==> config.mk <==
export PLATFORM = sky130hd
export DESIGN_NAME = dbk_unit
export DESIGN_NICKNAME = d
export VERILOG_FILES = /design/src/rtl/dbk_pkg.sv /design/src/rtl/dbk_mask_norm.sv /design/src/rtl/dbk_channel.sv /design/src/rtl/dbk_pick.sv /design/src/rtl/dbk_unit.sv
export SDC_FILE = /design/constraint.sdc
export NUM_CORES = 1
export LEC_CHECK = 0
export ABC_AREA = 1
export BUFFER_PORTS_ARGS = -buffer_cell sky130_fd_sc_hd__buf_2
export CAP_MARGIN = 10
export CORE_ASPECT_RATIO = 0.6
export CORE_UTILIZATION = 45
export DETAILED_ROUTE_END_ITERATION = 8
export SKIP_CTS_REPAIR_TIMING = 1
export SYNTH_ARGS = -nofsm -noshare
export SYNTH_HDL_FRONTEND = slang
export SYNTH_SLANG_ARGS = --single-unit
==> constraint.sdc <==
create_clock -name clk -period 1.75 [get_ports clk]
set_input_delay 0.175 -clock clk [delete_from_list [all_inputs] [get_ports clk]]
set_output_delay 0.175 -clock clk [all_outputs]
set_load 0.05 [all_outputs]
==> src/rtl/dbk_pkg.sv <==
package dbk_pkg;
  localparam int unsigned CTL_W   = 32;
  localparam int unsigned FIELD_W = 6;
  localparam int unsigned ST_BIT  = 31;
  localparam int unsigned LD_BIT  = 30;
endpackage

==> src/rtl/dbk_mask_norm.sv <==
module dbk_mask_norm #(
  parameter int unsigned MW = 6
) (
  input  logic [MW-1:0] raw,
  output logic [MW-1:0] trimmed,
  output logic          gapped
);
  for (genvar g = 0; g < MW; g++) begin : g_run
    assign trimmed[g] = &raw[MW-1:g];
  end
  assign gapped = (trimmed != raw);
endmodule

==> src/rtl/dbk_channel.sv <==
module dbk_channel
  import dbk_pkg::*;
#(
  parameter int unsigned AW  = 32,
  parameter int unsigned CW  = 2,
  parameter int unsigned IDX = 0
) (
  input  logic             clk,
  input  logic             rst,
  input  logic             reg_we,
  input  logic [CW-1:0]    reg_ch,
  input  logic             reg_sel_ctl,
  input  logic [CTL_W-1:0] reg_wdata,
  input  logic             flag_clr,
  input  logic             acc_valid,
  input  logic             acc_write,
  input  logic [AW-1:0]    acc_addr,
  output logic             match,
  output logic             flag
);
  localparam int unsigned MW = FIELD_W;

  logic [AW-1:0] addr_q;
  logic          st_q, ld_q, flag_q;
  logic [MW-1:0] msk_q, msk_n, msk_inv;
  logic          gap;
  logic          sel;
  logic [AW-1:0] cmp_mask;

  dbk_mask_norm #(.MW(MW)) u_norm (
    .raw    (reg_wdata[MW-1:0]),
    .trimmed(msk_n),
    .gapped (gap)
  );

  assign sel = reg_we && (reg_ch == CW'(IDX));

  always_ff @(posedge clk) begin
    if (rst) begin
      addr_q <= '0;
      st_q   <= 1'b0;
      ld_q   <= 1'b0;
      msk_q  <= '0;
      flag_q <= 1'b0;
    end else begin
      if (sel && !reg_sel_ctl) addr_q <= reg_wdata[AW-1:0];
      if (sel && reg_sel_ctl) begin
        st_q  <= reg_wdata[ST_BIT];
        ld_q  <= reg_wdata[LD_BIT];
        msk_q <= msk_n;
      end
      flag_q <= (flag_q && !flag_clr) || (sel && reg_sel_ctl && gap);
    end
  end

  assign cmp_mask = {{(AW-MW){1'b1}}, msk_q};
  assign match = acc_valid && (acc_write ? st_q : ld_q) &&
                 (((acc_addr ^ addr_q) & cmp_mask) == '0);
  assign flag = flag_q;

  // stored mask is always a solid run of ones from the top of the field
  assign msk_inv = ~msk_q;
  p_mask_solid_r6: assert property (@(posedge clk) disable iff (rst)
    (msk_inv & (msk_inv + 1'b1)) == '0);

  p_flag_sticky_r7: assert property (@(posedge clk) disable iff (rst)
    (flag_q && !flag_clr) |=> flag_q);
endmodule

==> src/rtl/dbk_pick.sv <==
module dbk_pick #(
  parameter int unsigned N  = 4,
  parameter int unsigned CW = 2
) (
  input  logic          clk,
  input  logic          rst,
  input  logic [N-1:0]  hit_vec,
  output logic          brk_hit,
  output logic [CW-1:0] brk_ch
);
  logic [CW-1:0] low_idx;

  always_comb begin
    low_idx = '0;
    for (int i = N - 1; i >= 0; i--) begin
      if (hit_vec[i]) low_idx = CW'(i);
    end
  end

  always_ff @(posedge clk) begin
    if (rst) begin
      brk_hit <= 1'b0;
      brk_ch  <= '0;
    end else begin
      brk_hit <= |hit_vec;
      brk_ch  <= (|hit_vec) ? low_idx : '0;
    end
  end

  p_lowest_wins_r8: assert property (@(posedge clk) disable iff (rst)
    brk_hit |-> ((($past(hit_vec) >> brk_ch) & N'(1)) == N'(1)) &&
                (($past(hit_vec) & ((N'(1) << brk_ch) - N'(1))) == '0));
endmodule

==> src/rtl/dbk_unit.sv <==
module dbk_unit
  import dbk_pkg::*;
#(
  parameter int unsigned N  = 4,
  parameter int unsigned AW = 32,
  localparam int unsigned CW = (N > 1) ? $clog2(N) : 1
) (
  input  logic             clk,
  input  logic             rst,
  input  logic             reg_we,
  input  logic [CW-1:0]    reg_ch,
  input  logic             reg_sel_ctl,
  input  logic [CTL_W-1:0] reg_wdata,
  input  logic             flag_clr,
  input  logic             acc_valid,
  input  logic             acc_write,
  input  logic [AW-1:0]    acc_addr,
  output logic             brk_hit,
  output logic [CW-1:0]    brk_ch,
  output logic [N-1:0]     mask_flag
);
  logic [N-1:0] hit_vec;

  for (genvar c = 0; c < N; c++) begin : g_ch
    dbk_channel #(.AW(AW), .CW(CW), .IDX(c)) u_ch (
      .clk        (clk),
      .rst        (rst),
      .reg_we     (reg_we),
      .reg_ch     (reg_ch),
      .reg_sel_ctl(reg_sel_ctl),
      .reg_wdata  (reg_wdata),
      .flag_clr   (flag_clr),
      .acc_valid  (acc_valid),
      .acc_write  (acc_write),
      .acc_addr   (acc_addr),
      .match      (hit_vec[c]),
      .flag       (mask_flag[c])
    );
  end

  dbk_pick #(.N(N), .CW(CW)) u_pick (
    .clk    (clk),
    .rst    (rst),
    .hit_vec(hit_vec),
    .brk_hit(brk_hit),
    .brk_ch (brk_ch)
  );

  p_hit_needs_access_r10: assert property (@(posedge clk) disable iff (rst)
    brk_hit |-> $past(acc_valid));
endmodule

Word level (Yosys, flattened, before mapping)
Index checks and enable logic that the tools add are counted.
{"block": "word_totals", "regBits": 167, "output_inout_bits": 7}
{"block": "classes", "n_eq_ne": 4, "mux": 7, "bitwise": 9, "n_reduce_logical": 47}
{"cell": "bitwise AND 32 bit", "n": 4}
{"cell": "logical NOT 32 bit", "n": 4}
{"cell": "bitwise XOR 32 bit", "n": 4}
{"cell": "logical AND 1 bit", "n": 28}
{"cell": "OR reduction 4 bit", "n": 2}
{"cell": "AND reduction 6 bit", "n": 1}
{"cell": "2-to-1 mux 1 bit", "n": 5}
{"cell": "!= test 5 bit", "n": 1}
{"cell": "AND reduction 5 bit", "n": 1}
{"cell": "equality test 2 bit (second input constant)", "n": 2}
{"cell": "logical OR 1 bit", "n": 4}
{"cell": "2-to-1 mux 2 bit", "n": 2}
{"cell": "AND reduction 4 bit", "n": 1}
{"cell": "AND reduction 3 bit", "n": 1}
{"cell": "OR reduction 3 bit", "n": 1}
{"cell": "equality test 2 x 1 -> 1 bit (second input constant)", "n": 1}
{"cell": "logical NOT 1 bit", "n": 2}
{"cell": "logical NOT 2 bit", "n": 1}
{"cell": "AND reduction 2 bit", "n": 1}
{"cell": "NOT 1 bit", "n": 1}

Depth between registers and ports, before layout
{"block": "logic_depth", "ltp_word": 7, "depth_mapped": 13, "mapped_depth_nobuf": 13}

Hierarchy
Synthesis repeated with hierarchy kept, for this count alone.
{"block": "unflattened", "hier_cells": 1380, "hier_area_um2": 9071.2}
{"mod": "dbk_channel at g_ch[1].u_ch ...", "instances": 2, "cells_per_inst": 324, "area_per_inst_um2": 2099.5, "seq_area_each_um2": 820.8}
{"mod": "dbk_channel at g_ch[0].u_ch", "instances": 1, "cells_per_inst": 321, "area_per_inst_um2": 2278.4, "seq_area_each_um2": 820.8}
{"mod": "dbk_channel at g_ch[3].u_ch", "instances": 1, "cells_per_inst": 321, "area_per_inst_um2": 2084.5, "seq_area_each_um2": 820.8}
{"mod": "dbk_mask_norm", "instances": 4, "cells_per_inst": 18, "area_per_inst_um2": 95.1, "seq_area_each_um2": 0.0}
{"mod": "dbk_pick", "instances": 1, "cells_per_inst": 18, "area_per_inst_um2": 128.9, "seq_area_each_um2": 60.1}

Worst setup path after synthesis
Ideal clock, no wire load.
{"block": "synth_path", "kind": "input port to flip-flop", "from": "input reg_wdata[5]", "to": "register g_ch[0].u_ch.flag_q", "setup_time_ns": 0.119, "t_arrival_ns": 1.051, "required_ns": 1.631, "slack_ns": 0.579, "path_stages": 10, "n_path_buf": 1, "path_cell_list": "buf_4 nand2_2 nor2_2 inv_2 nor2_2 nand2_2 o21ai_2 o211ai_2 nand2_1 a21oi_1"}
{"block": "synth_between", "elab_chain_len": 4, "elab_cells_between_ends": 8}
{"item": "start, declared", "line": "dbk_unit.sv:13", "rtl": "input logic [CTL_W-1:0] reg_wdata,"}
{"item": "AND reduction 6 bit (tied with other cells)", "line": "dbk_mask_norm.sv:9", "rtl": "assign trimmed[g] = &raw[MW-1:g];"}
{"item": "!= test 5 bit (*)", "line": "dbk_mask_norm.sv:11", "rtl": "assign gapped = (trimmed != raw);"}
{"item": "logical AND 1 bit (*)", "line": "dbk_channel.sv:52", "rtl": "flag_q <= (flag_q && !flag_clr) || (sel && reg_sel_ctl && gap);"}
{"item": "logical OR 1 bit (*)", "line": "dbk_channel.sv:52"}
{"item": "end signal, assigned", "line": "dbk_channel.sv:52"}
{"item": "end, declared", "line": "dbk_channel.sv:24", "rtl": "logic st_q, ld_q, flag_q;"}
Every way passes the cells marked *; elsewhere a longest branch is shown, timed or not.
A chain may end at the register's enable or synchronous reset.

Worst setup path after layout
{"block": "layout_path", "from": "register g_ch[0].u_ch.addr_q[7]", "to": "register u_pick.brk_ch[0]"}
{"block": "layout_between", "elab_chain_len": 7}
{"item": "start, declared", "line": "dbk_channel.sv:23", "rtl": "logic [AW-1:0] addr_q;"}
{"item": "start signal, assigned", "line": "dbk_channel.sv:46", "rtl": "if (sel && !reg_sel_ctl) addr_q <= reg_wdata[AW-1:0];"}
{"item": "bitwise XOR 32 bit (*)", "line": "dbk_channel.sv:58", "rtl": "(((acc_addr ^ addr_q) & cmp_mask) == '0);"}
{"item": "bitwise AND 32 bit (*)", "line": "dbk_channel.sv:58"}
{"item": "logical NOT 32 bit (*)", "line": "dbk_channel.sv:58"}
{"item": "logical AND 1 bit (*)", "line": "dbk_channel.sv:57", "rtl": "assign match = acc_valid && (acc_write ? st_q : ld_q) &&"}
{"item": "OR reduction 4 bit", "line": "dbk_pick.sv:26", "rtl": "brk_ch <= (|hit_vec) ? low_idx : '0;"}
{"item": "NOT 1 bit (no source line)"}
{"item": "OR reduction 3 bit (no source line) (*)"}
{"item": "end signal, assigned", "line": "dbk_pick.sv:26"}
{"item": "end, declared", "line": "dbk_pick.sv:9", "rtl": "output logic [CW-1:0] brk_ch"}
Marks and branches as above.

==> impl_metrics.ini <==
[synth]
yosysWarnings = 0
synth_area_leaders = dfxtp_1 (42%), nand2_1 (13%), o21ai_0 (12%)
syn_inst = 1218
synth_area_leader_cell = dfxtp_1
synth.avg_cell_area_um2 = 6.529
synth_seq_cells = 167
synth_cell_type_count = 26
seq_area_frac_synth = 0.4204
yosys.area.top_type_share = 0.4204
syn_nets = 1291
netlist_area_um2 = 7953

[timing]
setup_viol = 0
rsz0062_at_grt = false
drv_slew = 0
fin_skew_ps = 8.313
fin_crit_sh = 0.8853
min_period_ps = 1549
slew-limit-headroom = 0.4567
tightest_slew_ps = 814.9
tns_ps = 0
hold_viol = 0
clock.fmax_ghz = 0.6455

[power]
leakage_nw = 4.021
peakVddDrop_v = 0.0006664
p_per_area_nw_per_um2 = 974.7

[worst_setup_path]
required_ps = 2130
reg2reg_to = u_pick.brk_ch[0]
critPathCaptureType = flip-flop
crit_path_end = u_pick.brk_ch[0]
rrSetupSlack_ps = 200
cp_max_fo = 2
path_class = reg2reg
cp-startpoint = g_ch[0].u_ch.addr_q[7]
r2r_cells = 10
cp-start-kind = flip-flop
crit_arrival_ps = 1920
r2r_start = g_ch[0].u_ch.addr_q[7]

[finish]
nNetsFinal = 1358
area_growth_pct = 16.41
design_area_um2 = 9258
drive_gt1_frac = 0.1356
finalNonFillerCells = 1532
antenna-diode-count = 0

[die]
die_w_um = 173.6
die-area_um2 = 18230
floorplan.initialDensity = 0.4618
boundaryPins = 80
die_y_um = 105.0
core-area_um2 = 17220
num_rows = 37

[clock_network]
cts_root_buf = clkbuf_16
htreeDepth = 4
cts_tree = yes
cts_sinks = 167
path_clk_slew_ps = 70
clk_latency_ps = 440
ctsLongestPathBuffers = 2
cts_buffers = 17

[placed_design]
placed_cell_area_um2 = 8633
place_congestion = 0.9178
io_buffers = 79
dp_hpwl_mm = 19.26
placed_cells = 1500

[grt]
grt_max_degree = 65
grt_overflow = 0
globalRouteTotalUtil = 0.2939
grt_pass1_wl_mm = 40.10
antenna_found_initial = 1
grt_pass1_vias = 6811

[routing]
drt_wl_total_mm = 26.20
detail-route-antenna-nets = 0
drt_iter0_markers = 698
drc = 0
drtPass1Iterations = 5
wl_per_cell_um = 17.10
vias_per_cell = 5.097
vias = 7808

[run]
maxCapViolCount = 0

[worst_hold_path]
holdCritPathClass = in2reg

[run_status]
outcome = completed
[layout make-up]
type	instances	area, um^2
Clock buffer	21	450.4
Clock inverter	11	173.9
Fill cell	1799	7964
Inverter	158	594.3
Multi-Input combinational cell	842	3782
Sequential cell	167	3343
Tap cell	234	292.8
Timing Repair Buffer	99	620.6
[synth_stat cells (all sizes together)]
cell type / instances
nor3: 1
nor2: 160
or2: 6
xnor2: 2
a211oi: 1
nand3: 30
a21oi: 134
o211ai: 1
nand2: 287
xor2: 14
o21ai: 206
inv: 158
clkbuf: 29
buf: 22
dfxtp: 167
[through the flow]
step / power (W) / util / worst slack, ps / hold slack (ps)
5_1_grt: 0.009307 / 0.5376 / 81.20 / 32.48
2_1_floorplan: 0.004613 / - / 579.1 / 309.9
3_5_place_dp: 0.005049 / 0.5013 / 198.4 / 444.4
4_1_cts: 0.009027 / 0.5376 / 207.1 / 2.040
3_3_place_gp: 0.005044 / 0.5013 / 165.4 / 439.8
6_report: 0.009023 / 0.5376 / 200.8 / 10.44
[how the worst min path moves through the flow]
| stage | startpoint | to | cells after the start |
|---|---|---|---|
| floorplan | reg_wdata[11] | g_ch[1].u_ch.addr_q[11] | 2 |
| global placement | g_ch[2].u_ch.msk_q[5] | g_ch[2].u_ch.msk_q[5] | 2 |
| detailed placement | g_ch[0].u_ch.ld_q | g_ch[0].u_ch.ld_q | 2 |
| CTS | reg_wdata[12] | g_ch[1].u_ch.addr_q[12] | 3 |
| global route | reg_wdata[12] | g_ch[1].u_ch.addr_q[12] | 3 |
| finish | reg_wdata[12] | g_ch[1].u_ch.addr_q[12] | 3 |
[per-layer routing]
layer / wire, um / share of wire / track usage / vias to the layer above
li1: - / - / - / 3996
met1: 13950 / 0.53 / 0.4724 / 3510
met2: 9662 / 0.37 / 0.3703 / 279
met3: 2362 / 0.090 / 0.07824 / 21
met4: 214 / 0.0082 / 0.07143 / 2
met5: 13 / 0.00050 / 0 / -
[registers in the layout, summed over array words and instances, names as in the netlist]
name	cells
g_ch.u_ch.addr_q	128
u_pick.brk_ch	2
g_ch.u_ch.msk_q	24
u_pick.brk_hit	1
g_ch.u_ch.ld_q	4
g_ch.u_ch.st_q	4
g_ch.u_ch.flag	4
[kinds of logic (layout without fill, tap and decap cells)]
family,count (synthesis),in the layout,synth area share
AO/OA/AOI/OAI,342,342,0.2174
AND/OR/NAND/NOR,484,484,0.2402
flip-flops,167,167,0.4204
buffers and inverters,209,289,0.1043
XOR/XNOR,16,16,0.01762
[critical path, cell delays in order (launching register included)]
cell	delay, ps
dfxtp_1	320
xor2_1	160
nor2_1	340
nand2_1	90
nor2_1	110
nand2_1	80
nor2_2	120
nor2_1	70
nand2_1	80
nand2_2	50
nor2_2	80
[report_power, final]
| part | total [W] | leakage (nW) | internal (W) | switching, W |
|---|---|---|---|---|
| combinational | 0.000993 | 2.37 | 0.000318 | 0.000675 |
| clock | 0.00403 | 0.293 | 0.00243 | 0.00160 |
| sequential | 0.00400 | 1.36 | 0.00393 | 0.0000698 |
| total | 0.00902 | 4.02 | 0.00668 | 0.00234 |
[cell usage in the layout, fill, tap and decap left out, drive strengths merged]
master / netlist / layout
buf: 22 / 99
xor2: 14 / 14
bufinv: 0 / 4
xnor2: 2 / 2
nand2: 287 / 287
nand3: 30 / 30
a21oi: 134 / 134
dfxtp: 167 / 167
clkinv: 0 / 5
nor3: 1 / 1
o21ai: 206 / 206
a211oi: 1 / 1
or2: 6 / 6
nor2: 160 / 160
o211ai: 1 / 1
clkinvlp: 0 / 3
inv: 158 / 157
clkbuf: 29 / 21
Power figures use the tool's default switching activity.
